**src/rtl/lsu_align_pkg.sv**
```systemverilog
// Shared types for the data access alignment unit.
package lsu_align_pkg;
    typedef enum logic [1:0] {
        SZ_BYTE = 2'b00,
        SZ_HALF = 2'b01,
        SZ_WORD = 2'b10
    } acc_size_e;
endpackage

```
**src/rtl/lsu_align_check.sv**
```systemverilog
// Alignment checker and byte-lane enable generator.
// Assumes big-endian lanes: lane_be[LANES-1] covers the most significant byte.
// Size code 11 is handled as a word.
module lsu_align_check #(
    parameter int DW = 32
) (
    input  logic                clk,
    input  logic                rst_n,
    input  logic [1:0]          size_i,
    input  logic [1:0]          lo_i,
    output logic                misalign_o,
    output logic [DW/8-1:0]     lane_be_o
);
    import lsu_align_pkg::*;
    localparam int LANES = DW / 8;
    localparam int HALF_LANES = LANES / 2;

    logic [LANES-1:0] byte_be;
    logic [LANES-1:0] half_hi_be;

    // one-hot byte enable: offset 0 selects the top lane
    for (genvar g = 0; g < LANES; g++) begin : g_lane
        assign byte_be[g]    = (int'(lo_i) == LANES - 1 - g);
        assign half_hi_be[g] = (g >= HALF_LANES);
    end

    // legality and enable pattern per size
    always_comb begin
        case (acc_size_e'(size_i))
            SZ_BYTE: begin
                misalign_o = 1'b0;
                lane_be_o  = byte_be;
            end
            SZ_HALF: begin
                misalign_o = lo_i[0];
                lane_be_o  = lo_i[1] ? ~half_hi_be : half_hi_be;
            end
            default: begin
                misalign_o = (lo_i != 2'b00);
                lane_be_o  = '1;
            end
        endcase
    end

    // word accesses at a legal offset enable every lane
    p_word_be_r4: assert property (@(posedge clk) disable iff (!rst_n)
        (size_i[1] && !misalign_o) |-> (lane_be_o == '1));

    // half at an odd offset is always illegal
    p_half_odd_r1: assert property (@(posedge clk) disable iff (!rst_n)
        (size_i == 2'b01 && lo_i[0]) |-> misalign_o);

    // a legal half uses exactly two lanes
    p_half_two_r4: assert property (@(posedge clk) disable iff (!rst_n)
        (size_i == 2'b01 && !misalign_o) |-> ($countones(lane_be_o) == 2));
endmodule

```
**src/rtl/lsu_store_lane.sv**
```systemverilog
// Store data lane shifter: moves a right-aligned byte or half into the
// big-endian lane selected by the low address bits. Words pass through.
module lsu_store_lane #(
    parameter int DW = 32
) (
    input  logic [1:0]    size_i,
    input  logic [1:0]    lo_i,
    input  logic [DW-1:0] data_i,
    output logic [DW-1:0] data_o
);
    import lsu_align_pkg::*;
    localparam int LANES = DW / 8;

    // shift distance follows the lane position counted from the top
    always_comb begin
        case (acc_size_e'(size_i))
            SZ_BYTE: data_o = DW'(data_i[7:0]) << (8 * (LANES - 1 - int'(lo_i)));
            SZ_HALF: data_o = lo_i[1] ? DW'(data_i[15:0]) : (DW'(data_i[15:0]) << (DW / 2));
            default: data_o = data_i;
        endcase
    end
endmodule

```
**src/rtl/lsu_load_extract.sv**
```systemverilog
// Load data extractor: picks the byte or half addressed by the registered
// offset out of the returned word and zero- or sign-extends it.
// Assumes the offset, size and sign inputs are the values latched with the load.
module lsu_load_extract #(
    parameter int DW = 32
) (
    input  logic          clk,
    input  logic          rst_n,
    input  logic          vld_i,
    input  logic [1:0]    size_i,
    input  logic          sgn_i,
    input  logic [1:0]    lo_i,
    input  logic [DW-1:0] rdata_i,
    output logic [DW-1:0] data_o
);
    import lsu_align_pkg::*;
    localparam int LANES = DW / 8;

    logic [7:0]  sel_byte;
    logic [15:0] sel_half;
    logic [DW-1:0] shifted;

    // lane selection, big-endian
    always_comb begin
        shifted  = rdata_i >> (8 * (LANES - 1 - int'(lo_i)));
        sel_byte = shifted[7:0];
        sel_half = lo_i[1] ? rdata_i[15:0] : rdata_i[DW-1:DW-16];
    end

    // extension by size and sign select
    always_comb begin
        case (acc_size_e'(size_i))
            SZ_BYTE: data_o = {{(DW-8){sgn_i & sel_byte[7]}}, sel_byte};
            SZ_HALF: data_o = {{(DW-16){sgn_i & sel_half[15]}}, sel_half};
            default: data_o = rdata_i;
        endcase
    end

    // unsigned byte loads carry no upper bits
    p_zero_ext_r6: assert property (@(posedge clk) disable iff (!rst_n)
        (vld_i && !sgn_i && size_i == 2'b00) |-> (data_o[DW-1:8] == '0));

    // signed half loads replicate bit 15 upward
    p_sign_ext_r7: assert property (@(posedge clk) disable iff (!rst_n)
        (vld_i && sgn_i && size_i == 2'b01) |-> (data_o[DW-1:16] == {(DW-16){data_o[15]}}));

    // word loads leave the returned word untouched
    p_word_pass_r8: assert property (@(posedge clk) disable iff (!rst_n)
        (vld_i && size_i[1]) |-> (data_o == rdata_i));
endmodule

```
**src/rtl/lsu_align_unit.sv**
```systemverilog
// Data access alignment unit top. Checks alignment, steers store lanes,
// drives the memory request, and latches the byte offset of an accepted
// load so that the word returned one cycle later can be extracted.
// Assumes memory read data is valid exactly one cycle after mem_en for a load.
module lsu_align_unit #(
    parameter int AW = 32,
    parameter int DW = 32
) (
    input  logic            clk,
    input  logic            rst_n,
    input  logic            req_valid,
    input  logic            req_write,
    input  logic [1:0]      req_size,
    input  logic            req_signed,
    input  logic [AW-1:0]   req_addr,
    input  logic [DW-1:0]   st_data,
    input  logic [DW-1:0]   mem_rdata,
    output logic            mem_en,
    output logic            mem_we,
    output logic [AW-1:0]   mem_addr,
    output logic [DW/8-1:0] mem_be,
    output logic [DW-1:0]   mem_wdata,
    output logic            trap,
    output logic            ld_valid,
    output logic [DW-1:0]   ld_data
);
    localparam int LANES = DW / 8;

    logic             misalign;
    logic [LANES-1:0] lane_be;
    logic             accept;
    logic             ld_accept;
    logic [1:0]       bar_q;
    logic [1:0]       size_q;
    logic             sgn_q;
    logic             vld_q;

    lsu_align_check #(.DW(DW)) u_check (
        .clk       (clk),
        .rst_n     (rst_n),
        .size_i    (req_size),
        .lo_i      (req_addr[1:0]),
        .misalign_o(misalign),
        .lane_be_o (lane_be)
    );

    lsu_store_lane #(.DW(DW)) u_store (
        .size_i(req_size),
        .lo_i  (req_addr[1:0]),
        .data_i(st_data),
        .data_o(mem_wdata)
    );

    // request gating: a trapped access makes no memory request
    always_comb begin
        accept    = req_valid & ~misalign;
        ld_accept = accept & ~req_write;
        trap      = req_valid & misalign;
        mem_en    = accept;
        mem_we    = accept & req_write;
        mem_be    = accept ? lane_be : '0;
        mem_addr  = {req_addr[AW-1:2], 2'b00};
    end

    // byte-offset register and pending-load state
    always_ff @(posedge clk) begin
        if (!rst_n) begin
            vld_q  <= 1'b0;
            bar_q  <= 2'b00;
            size_q <= 2'b10;
            sgn_q  <= 1'b0;
        end else begin
            vld_q <= ld_accept;
            if (ld_accept) begin
                bar_q  <= req_addr[1:0];
                size_q <= req_size;
                sgn_q  <= req_signed;
            end
        end
    end

    lsu_load_extract #(.DW(DW)) u_extract (
        .clk    (clk),
        .rst_n  (rst_n),
        .vld_i  (vld_q),
        .size_i (size_q),
        .sgn_i  (sgn_q),
        .lo_i   (bar_q),
        .rdata_i(mem_rdata),
        .data_o (ld_data)
    );

    assign ld_valid = vld_q;

    // a trap suppresses every memory side effect
    p_trap_quiet_r2: assert property (@(posedge clk) disable iff (!rst_n)
        trap |-> (!mem_en && !mem_we && mem_be == '0));

    // an accepted load yields valid data on the next cycle
    p_load_follow_r9: assert property (@(posedge clk) disable iff (!rst_n)
        (mem_en && !mem_we) |=> ld_valid);

    // a trapped request never yields load data
    p_trap_no_load_r2: assert property (@(posedge clk) disable iff (!rst_n)
        trap |=> !ld_valid);

    // returning data is steered by the offset of the issuing cycle
    p_bar_steer_r5: assert property (@(posedge clk) disable iff (!rst_n)
        ld_valid |-> (bar_q == $past(req_addr[1:0])));
endmodule

```
**config.mk**
```make
export PLATFORM = sky130hd
export DESIGN_NAME = lsu_align_unit
export DESIGN_NICKNAME = d
export VERILOG_FILES = /design/src/rtl/lsu_align_pkg.sv /design/src/rtl/lsu_align_check.sv /design/src/rtl/lsu_store_lane.sv /design/src/rtl/lsu_load_extract.sv /design/src/rtl/lsu_align_unit.sv
export SDC_FILE = /design/constraint.sdc
export NUM_CORES = 1
export LEC_CHECK = 0
export ABC_AREA = 1
export BUFFER_PORTS_ARGS = -buffer_cell sky130_fd_sc_hd__buf_2
export CORE_MARGIN = 5
export CORE_UTILIZATION = 33
export CTS_CLUSTER_SIZE = 24
export DETAILED_ROUTE_END_ITERATION = 16
export PLACE_DENSITY_LB_ADDON = 0.3
export SLEW_MARGIN = 0
export SYNTH_ARGS = -nofsm -noshare
export SYNTH_HDL_FRONTEND = slang
export SYNTH_SLANG_ARGS = --single-unit
```
**constraint.sdc**
```tcl
create_clock -name clk -period 1.5 [get_ports clk]
set_input_delay 0.075 -clock clk [delete_from_list [all_inputs] [get_ports clk]]
set_output_delay 0.075 -clock clk [all_outputs]
set_load 0.005 [all_outputs]
```
==> run summary <==
outcome - finished, final reports clean
root buffer cell - clkbuf_8
nets - 536
post-route design area - 2315 sq um
clock slew at reported path FFs - 40 ps
commonest non-fill, non-tap cell in the layout - buf_2
Max VDD drop - 221.4 uV
global route overflow - 0
origin of the worst min-delay path - rst_n
antenna cells - 0
sequential-to-total area share from yosys stat - 7.402%
initial core utilization - 34.13%
1st-iter DRT viols - 120
skew final - 0 ps
Critical Path Fanout Max - 12
hpwl dp - 5565 um
placement-stage cell area - 2172 sq um
Core Area - 4755 sq um
I/O pins - 207
drt first pass iters - 5
Synth cell types - 24
number of H-tree levels - 1
synthesis-to-layout area growth - 42.64%
Vias - 2386
WP data required - 1420 ps
Hold Path Sink - size_q[1]$_SDFFE_PN1P_
Critical R2R Capture - sgn_q$_SDFFE_PN0P_
Post-Syn Area - 1623 sq um
Tmin final - 1447 ps
final design utilization - 48.68%
total routed wirelength - 6935 um
Filler cells - 557
nature of the critical path startpoint - flip-flop
antenna viol nets, final - 0
Final Power - 0.001064 W
CTS max path bufs - 2
Slew @ Worst Pin - 732.2 ps
most frequent cells in the layout - 144 x buf_2, 118 x nand2_1, 37 x nand3_1
RR Startpoint - sgn_q$_SDFFE_PN0P_
Rows - 25
syn avg cell area - 5.168 sq um
vias in the first global route - 2308
R2R Setup Slk - 670 ps
Die W - 80.13 um
FF-to-FF path depth - 4
Yosys warnings - 0
CP arrival - 1370 ps
input/output buffers - 144
Power per Cell Area - 459.8 nW/um^2
Vias/cell - 4.791
largest net degree at the start of global routing - 31
DRC Markers - 0
antenna violations before repair - 0
RSZ-0062 raised after global routing - true
Yosys reg bits - 6
Rel. slew slack - 50.97%
hold path depth - 2
max cap viols - 0
Placer Congestion - 0.8867
Pleak - 1.502 nW
Post-Syn Instances - 314
DIE AREA - 6420 sq um
CP Capture Type - output port
worst hold path type - in -> reg
Slew Viols, Final - 0
share of cells above drive strength 1 - 41.76%
cts bufs inserted - 3
fmax - 691.2 MHz
crit share post-route - 96.45%
Die Ht - 80.13 um
setup_tns - 0 ps
hold slack - 97.38 ps
Finish-stage setup viols - 0
CTS sink cnt - 6
CTS tree - yes
DR WL/cell - 13.93 um
Final Hold Fails - 0
worst skew pair latency - 220 ps
Setup CP Type - reg -> out
global-route wire length before repair - 11040 um
gr usage total - 21.35%
worst max-delay path, stage by stage, from the launching register on:
cell and delay [ps]:
dfxtp_4 350, inv_6 80, nand2_1 60, nand2_2 110, nand2_2 90, nand2_4 130, nand2_8 100, nand3_1 100
buf_2 120
cells in the mapped netlist:
master,n,area share (%)
nand3_2,1,0.62
inv_1,30,6.9
a22oi_1,8,3.7
nor2_1,19,4.4
buf_4,32,15
o21ai_0,15,4.6
nor2_4,1,0.69
nand2_4,2,1.4
nand4_1,5,1.9
nand3_1,38,12
nor3_1,1,0.31
conb_1,1,0.23
nor2_8,1,1.2
nand2_2,3,1.2
a21oi_2,1,0.54
o211ai_1,2,0.92
a21oi_1,4,1.2
buf_6,3,2.1
inv_2,4,0.92
nand2_1,120,28
dfxtp_1,6,7.4
clkbuf_1,6,1.4
buf_2,3,0.92
o22ai_1,8,3.1
worst max path at each step:
| stage | cells past startpoint | slack, ps | end | startpoint |
|---|---|---|---|---|
| after CTS | 8 | 10 | ld_data[24] | bar_q[1]$_SDFFE_PN0P_ |
| after floorplan | 9 | 350 | ld_data[10] | size_q[1]$_SDFFE_PN1P_ |
| after detailed placement | 6 | 130 | ld_data[24] | bar_q[1]$_SDFFE_PN0P_ |
| after global routing | 8 | -20 | ld_data[24] | bar_q[1]$_SDFFE_PN0P_ |
| final | 8 | 50 | ld_data[24] | bar_q[1]$_SDFFE_PN0P_ |
| after global placement | 6 | 180 | ld_data[24] | bar_q[1]$_SDFFE_PN0P_ |
area by class of cell:
cell class | count | area [sq um] | share of cell area [%]
Sequential cell | 6 | 126.4 | 5.459
Clock buffer | 3 | 41.29 | 1.784
Timing Repair Buffer | 155 | 807.0 | 34.86
Tap cell | 67 | 83.83 | 3.622
Inverter | 34 | 132.6 | 5.730
Multi-Input combinational cell | 233 | 1124 | 48.54
registers in the layout, summed over array words and instances (netlist names):
name / count
sgn_q: 1
bar_q: 2
ld_valid: 1
size_q: 2
where the power goes:
| part | leakage [nW] | switching (W) | total, W | internal [W] |
|---|---|---|---|---|
| combinational | 1.43 | 0.000347 | 0.000641 | 0.000294 |
| clock | 0.0216 | 0.0000674 | 0.000240 | 0.000172 |
| sequential | 0.0507 | 0.0000144 | 0.000184 | 0.000170 |
| total | 1.50 | 0.000428 | 0.00106 | 0.000636 |
kinds of logic after synthesis:
logic type	after synthesis	share of synthesized area, %
simple gates	191	51.19
buf+inv	78	27.06
compound gates	38	14.11
flops	6	7.402
other cells	1	0.2311
through the flow:
step / worst slack, ps / instances
global route: -22.99 / 498
detailed placement: 130.3 / 489
finish: 53.26 / 498
CTS: 10.44 / 495
global placement: 176.6 / 489
floorplan: 353.7 / 315
per-layer routing:
metal / wire length [um] / global-route usage, %
met3: 700 / 6.390
met5: 0 / 0
met2: 3474 / 37.58
met1: 2524 / 23.71
met4: 235 / 8.784
repair_timing:
action / in CTS / in global routing
pin swaps: 2 / 1
gates resized for setup: 8 / 7
endpoints found under the setup margin: 24 / 25
gates cloned: 2 / 0
buffers inserted: 1 / 3
hold buffers: 0 / 0
Note: power is estimated with default switching activity, not from simulation.
